### src/rtl/pcc_pkg.sv
package pcc_pkg;

    typedef enum logic [2:0] {
        OP_NONE      = 3'd0,
        OP_ERASE     = 3'd1,
        OP_WRITE     = 3'd2,
        OP_ERASE_ALL = 3'd3,
        OP_WRITE_ALL = 3'd4,
        OP_UNLOCK    = 3'd5,
        OP_LOCK      = 3'd6
    } op_e;

    typedef enum logic [1:0] {
        PH_IDLE,
        PH_ONE,
        PH_CLEAR,
        PH_FILL
    } phase_e;

    function automatic logic is_program(op_e op);
        return (op == OP_ERASE) || (op == OP_WRITE) ||
               (op == OP_ERASE_ALL) || (op == OP_WRITE_ALL);
    endfunction

    function automatic int max3(int a, int b, int c);
        int m;
        m = a;
        if (b > m) m = b;
        if (c > m) m = c;
        return m;
    endfunction

endpackage

### src/rtl/pcc_array.sv
module pcc_array #(
    parameter int DW    = 16,
    parameter int DEPTH = 128,
    parameter int AW    = 7
) (
    input  logic          clk,
    input  logic          we,
    input  logic [AW-1:0] waddr,
    input  logic [DW-1:0] wdata,
    input  logic [AW-1:0] raddr,
    output logic [DW-1:0] rdata
);

    logic [DW-1:0] cells [DEPTH];

    always_ff @(posedge clk) begin
        if (we) cells[waddr] <= wdata;
    end

    assign rdata = cells[raddr];

endmodule

### src/rtl/pcc_timer.sv
module pcc_timer #(
    parameter int CW = 11
) (
    input  logic          clk,
    input  logic          rst,
    input  logic          load,
    input  logic [CW-1:0] len,
    output logic          idle
);

    logic [CW-1:0] cnt;

    always_ff @(posedge clk) begin
        if (rst)             cnt <= '0;
        else if (load)       cnt <= len;
        else if (cnt != '0)  cnt <= cnt - 1'b1;
    end

    assign idle = (cnt == '0);

    // a running cycle counts down by one per clock
    p_countdown_r3: assert property (@(posedge clk) disable iff (rst)
        (cnt != '0) |=> (cnt == $past(cnt) - 1'b1));

endmodule

### src/rtl/pcc_seq.sv
module pcc_seq
    import pcc_pkg::*;
#(
    parameter int DW    = 16,
    parameter int DEPTH = 128,
    parameter int AW    = 7
) (
    input  logic          clk,
    input  logic          rst,
    input  logic          cs_i,
    input  logic          cmd_valid,
    input  op_e           op,
    input  logic [AW-1:0] cmd_addr,
    input  logic [DW-1:0] cmd_data,
    input  logic          supply_low,
    input  logic          idle,
    output logic          start,
    output logic          wel,
    output logic          wr_en,
    output logic [AW-1:0] wr_addr,
    output logic [DW-1:0] wr_data
);

    localparam logic [AW-1:0] LAST = AW'(DEPTH - 1);
    localparam logic [DW-1:0] BLANK = '1;

    phase_e        phase;
    logic [AW-1:0] ptr;
    logic [AW-1:0] addr_q;
    logic [DW-1:0] data_q;
    logic          fill_after;
    logic          accept;

    assign accept = cmd_valid && cs_i && idle;
    assign start  = accept && is_program(op) && wel && !supply_low;

    always_ff @(posedge clk) begin
        if (rst) begin
            wel        <= 1'b0;
            phase      <= PH_IDLE;
            ptr        <= '0;
            addr_q     <= '0;
            data_q     <= '0;
            fill_after <= 1'b0;
        end else begin
            if (accept && op == OP_UNLOCK) wel <= 1'b1;
            if (accept && op == OP_LOCK)   wel <= 1'b0;
            if (start) begin
                ptr        <= '0;
                addr_q     <= cmd_addr;
                data_q     <= (op == OP_ERASE) ? BLANK : cmd_data;
                fill_after <= (op == OP_WRITE_ALL);
                phase      <= (op == OP_ERASE || op == OP_WRITE) ? PH_ONE : PH_CLEAR;
            end else begin
                unique case (phase)
                    PH_ONE: phase <= PH_IDLE;
                    PH_CLEAR: begin
                        ptr <= ptr + 1'b1;
                        if (ptr == LAST) begin
                            ptr   <= '0;
                            phase <= fill_after ? PH_FILL : PH_IDLE;
                        end
                    end
                    PH_FILL: begin
                        ptr <= ptr + 1'b1;
                        if (ptr == LAST) begin
                            ptr   <= '0;
                            phase <= PH_IDLE;
                        end
                    end
                    default: phase <= PH_IDLE;
                endcase
            end
        end
    end

    assign wr_en   = (phase != PH_IDLE) && !supply_low;
    assign wr_addr = (phase == PH_ONE) ? addr_q : ptr;
    assign wr_data = (phase == PH_CLEAR) ? BLANK : data_q;

    // the latch cannot move while a program cycle runs
    p_latch_frozen_busy_r7: assert property (@(posedge clk) disable iff (rst)
        !idle |=> $stable(wel));

    // the fill sweep is entered only from the clear sweep
    p_fill_after_clear_r6: assert property (@(posedge clk) disable iff (rst)
        (phase == PH_FILL) |-> ($past(phase) == PH_FILL || $past(phase) == PH_CLEAR));

endmodule

### src/rtl/prog_cycle_ctrl.sv
module prog_cycle_ctrl
    import pcc_pkg::*;
#(
    parameter bit WIDE_ORG = 1'b1,
    parameter int T_WORD   = 600,
    parameter int T_ERAL   = 600,
    parameter int T_WRAL   = 1500,
    localparam int DW      = WIDE_ORG ? 16 : 8,
    localparam int DEPTH   = WIDE_ORG ? 128 : 256,
    localparam int AW      = $clog2(DEPTH)
) (
    input  logic          clk,
    input  logic          rst,
    input  logic          cs_i,
    input  logic          cmd_valid,
    input  logic [2:0]    cmd_op,
    input  logic [AW-1:0] cmd_addr,
    input  logic [DW-1:0] cmd_data,
    input  logic          supply_low,
    input  logic [AW-1:0] rd_addr,
    output logic          ready_o,
    output logic [DW-1:0] rd_data
);

    localparam int TMAX = max3(T_WORD, T_ERAL, T_WRAL);
    localparam int CW   = $clog2(TMAX + 1);

    op_e           op;
    logic          start;
    logic          wel;
    logic          idle;
    logic          wr_en;
    logic [AW-1:0] wr_addr;
    logic [DW-1:0] wr_data;
    logic [CW-1:0] len;

    assign op = op_e'(cmd_op);

    always_comb begin
        unique case (op)
            OP_ERASE_ALL: len = CW'(T_ERAL);
            OP_WRITE_ALL: len = CW'(T_WRAL);
            default:      len = CW'(T_WORD);
        endcase
    end

    pcc_seq #(.DW(DW), .DEPTH(DEPTH), .AW(AW)) i_seq (
        .clk        (clk),
        .rst        (rst),
        .cs_i       (cs_i),
        .cmd_valid  (cmd_valid),
        .op         (op),
        .cmd_addr   (cmd_addr),
        .cmd_data   (cmd_data),
        .supply_low (supply_low),
        .idle       (idle),
        .start      (start),
        .wel        (wel),
        .wr_en      (wr_en),
        .wr_addr    (wr_addr),
        .wr_data    (wr_data)
    );

    pcc_timer #(.CW(CW)) i_timer (
        .clk  (clk),
        .rst  (rst),
        .load (start),
        .len  (len),
        .idle (idle)
    );

    pcc_array #(.DW(DW), .DEPTH(DEPTH), .AW(AW)) i_array (
        .clk   (clk),
        .we    (wr_en),
        .waddr (wr_addr),
        .wdata (wr_data),
        .raddr (rd_addr),
        .rdata (rd_data)
    );

    assign ready_o = idle;

    // a busy period only begins when the latch was set
    p_start_needs_latch_r1: assert property (@(posedge clk) disable iff (rst)
        $fell(ready_o) |-> $past(wel));

    // a busy period never begins under a low supply
    p_start_needs_supply_r9: assert property (@(posedge clk) disable iff (rst)
        $fell(ready_o) |-> $past(!supply_low));

    // the array is written only while busy is reported
    p_write_inside_busy_r10: assert property (@(posedge clk) disable iff (rst)
        wr_en |-> !ready_o);

endmodule

### config.mk
export PLATFORM = sky130hd
export DESIGN_NAME = prog_cycle_ctrl
export DESIGN_NICKNAME = d
export VERILOG_FILES = /design/src/rtl/pcc_pkg.sv /design/src/rtl/pcc_array.sv /design/src/rtl/pcc_timer.sv /design/src/rtl/pcc_seq.sv /design/src/rtl/prog_cycle_ctrl.sv
export SDC_FILE = /design/constraint.sdc
export NUM_CORES = 2
export LEC_CHECK = 0
export ABC_CLOCK_PERIOD_IN_PS = 3400
export BUFFER_PORTS_ARGS = -buffer_cell sky130_fd_sc_hd__buf_2
export CORE_UTILIZATION = 57
export DETAILED_ROUTE_END_ITERATION = 10
export PLACE_DENSITY = 0.76
export SLEW_MARGIN = 20
export SYNTH_ARGS = -nofsm -noshare
export SYNTH_HDL_FRONTEND = slang
export SYNTH_SLANG_ARGS = --single-unit
### constraint.sdc
create_clock -name clk -period 3.4 [get_ports clk]
set_input_delay 0.34 -clock clk [delete_from_list [all_inputs] [get_ports clk]]
set_output_delay 0.34 -clock clk [all_outputs]
set_load 0.02 [all_outputs]
==> impl_metrics.ini <==
[synthesis]
yosysUniqueCellTypes = 43
synth_edf_count = 2048
synthesis.area_um2 = 80400
yosysMostFrequentCell = edfxtp_1
async_reset_ff_share_pct = 0
ys_seq_area_share_pct = 77.6
ys_warn_count = 0
synth_simple_gate_area_share_pct = 1.40
yosys-top-cells-area = edfxtp_1 (76%), mux4_2 (19%), dfxtp_1 (1.1%)
synthAdderAreaFrac_pct = 0.0467
synth_nets = 3357
yosysTopAreaCell = edfxtp_1
synth_xor_area_share_pct = 0.0871
synth-seq-cells = 2093
syn_inst = 3316
synth.area.mux_share_pct = 19.2
synth_top_area_share_pct = 76.4
synth_ff_type = edfxtp_1
synth_compound_area_share_pct = 0.711
synthTopCellsByCount = edfxtp_1 (2048), mux4_2 (672), nor2_1 (134), clkbuf_1 (94), buf_2 (56)
synth_top_family_by_area = multiplexers
avgSynthCellArea_um2 = 24.3

[timing]
timing.setup.tns_ns = -5.09
timing.final.ws_setup_ns = -0.358
drv_slew = 0
worst_pin_slew_ns = 0.891
slew_headroom_pct = 40.6
maxClockFrequency_mhz = 266
min_period_over_period_pct = 111
whs_ns = 0.0564
setup_viol = 16
clock-skew-final_ns = 0.0255
finalCriticalPeriod_ns = 3.76
hold_violations = 0
rsz0062_at_grt = true

[worst_setup_path]
path_class = register to output pin
crit_arrival_ns = 3.42
r2r_slack_ns = 0.17
r2r-end = i_array.cells[48][12]$_DFFE_PP_
end_kind = output pin
cp_data_required_time_ns = 3.06
reg2reg_depth = 7
worstPathMaxFanout = 2
r2r_start = i_seq.phase[0]$_SDFFE_PP0P_
crit_path_start = i_array.cells[67][15]$_DFFE_PP_
crit_end = rd_data[15]
cp-start-kind = register

[place]
gp_congestion = 0.845
port_buffers = 54
dpl.hpwl_um = 113000
dp.cells = 5376

[floorplan]
rows = 137
die-area_um2 = 143000
io_pins = 55
coreArea_um2 = 140000
die_h_um = 378
die_x_um = 378
initial_core_util_pct = 57.6

[detailed_routing]
routed_wl_um = 197000
ant_nets = 0
via_per_inst = 6.68
detail_route.wl_per_cell_um = 34.2
vias = 38600
drc = 0
drt_iter0_drc = 5552
dr.pass1.iters = 6

[power]
power_density_nw_per_um2 = 568
ir_worst_vdd_mv = 0.464
p_leak_nw = 29.2

[finish]
fin_cells = 5768
syn_to_final_growth_pct = 14.9
multi_input_area_um2 = 17400
nets = 3772
final_layout_size_suffix_gt1_share_pct = 35.5
final_util_pct = 66.2
seq_area_um2 = 62400
filler_cell_count = 8252

[cts]
cts_max_level = 4
clockBufferDepth = 3
post_cts_buffers = 0
clkTransAtPathRegs_ns = 0.06
clock_latency_ns = 0.82
root_buffer = clkbuf_16
cts_sinks = 2093
cts_buffers = 196
cts_tree = yes

[min_path]
hold_class = input pin to register

[job]
cap_violations = 0

[outcome]
violations = negative setup slack
outcome = complete, but fails checks

[global_routing]
grt_pass1_vias = 39500
use_met3_pct = 7.35
grtUsageTotal_pct = 28.4
antenna_found_initial = 16
grt_busiest_layer = met2
grt_max_degree = 66
grt_use_met2_pct = 45.0
met1_usage_pct = 39.2
grt_overflow = 0
grt_pass1_wl_um = 283000
==> layer usage <==
layer,vias to the layer above,routed length [µm]
met4,8,5910
met1,20600,72500
met3,353,22500
met2,2440,96300
met5,-,54
li1,15200,-
==> registers in the layout, summed over array words and instances (netlist names) <==
name,flops
i_seq.addr_q,7
i_seq.data_q,16
i_seq.phase,2
i_seq.fill_after,1
i_array.cells,2048
i_seq.ptr,7
i_timer.cnt,11
i_seq.wel,1
==> final cells by class <==
class	instances	share of cell area, %
sequential	2093	67.5
multi-input combinational	1028	18.8
clock buffer	242	5.60
timing repair buffer	398	4.28
tap	1876	2.54
clock inverter	112	1.25
inverter	14	0.0568
antenna	5	0.0135
==> cells in the final DEF (no fill, tap or decap), types with 40 or more instances in the layout <==
| cell | count |
|---|---|
| clkinv_1 | 42 |
| mux4_2 | 672 |
| dfxtp_1 | 45 |
| buf_12 | 74 |
| clkbuf_16 | 200 |
| nor2_1 | 134 |
| buf_2 | 41 |
| buf_4 | 237 |
| edfxtp_1 | 2048 |
| clkbuf_1 | 40 |
==> worst min-delay path by stage <==
| stage | start | end | slack (ns) | depth (start not counted) |
|---|---|---|---|---|
| 4_1_cts | cmd_op[2] | i_seq.phase[1]$_SDFFE_PP0P_ | 0.01 | 4 |
| 3_3_place_gp | i_seq.fill_after$_SDFFE_PP0P_ | i_seq.fill_after$_SDFFE_PP0P_ | 0.46 | 2 |
| 2_1_floorplan | cmd_op[1] | i_seq.wel$_SDFFE_PP0P_ | 0.43 | 1 |
| 6_report | cmd_op[2] | i_seq.phase[1]$_SDFFE_PP0P_ | 0.06 | 4 |
| 5_1_grt | cmd_op[2] | i_seq.phase[1]$_SDFFE_PP0P_ | 0.07 | 4 |
| 3_5_place_dp | i_seq.wel$_SDFFE_PP0P_ | i_seq.wel$_SDFFE_PP0P_ | 0.48 | 2 |
==> timing repair <==
item                       CTS  global route
setup endpoints to repair   16            17
hold buffers                33             0
hold endpoints to repair    29             0
gates resized for setup     24             5
==> where the power goes <==
group | switching [mW] | total [mW] | internal, mW
Sequential | 0.0402 | 28.0 | 27.9
Combinational | 1.40 | 2.74 | 1.34
Clock | 9.34 | 21.8 | 12.5
Total | 10.8 | 52.5 | 41.7
==> critical path, stage by stage, from the launching register on <==
cell and delay, ns:
edfxtp_1 0.38, mux4_2 0.49, mux4_2 0.58, mux4_2 0.59
mux2_2 0.38, buf_2 0.19
==> per-stage QoR <==
step | cell area, µm² | setup WS (ns) | power (mW)
after floorplan | 80400 | -0.0937 | 30.2
after global placement | 85700 | -0.193 | 31.1
after detailed placement | 85700 | -0.182 | 31.1
after CTS | 92400 | -0.385 | 52.7
after global routing | 92500 | -0.401 | 53.7
final | 92500 | -0.358 | 52.5
==> kinds of logic (layout without fill, tap and decap cells) <==
kind of cell / after synthesis / after routing
AOI/OAI and AO/OA: 75 / 75
xor gates and xnor gates: 8 / 8
adders and majority gates: 3 / 3
buffers and inverters: 195 / 766
DFF: 2093 / 2093
muxes: 697 / 697
other: 0 / 5
and+or+nand+nor: 245 / 245
(Power assumes the default switching activity.)
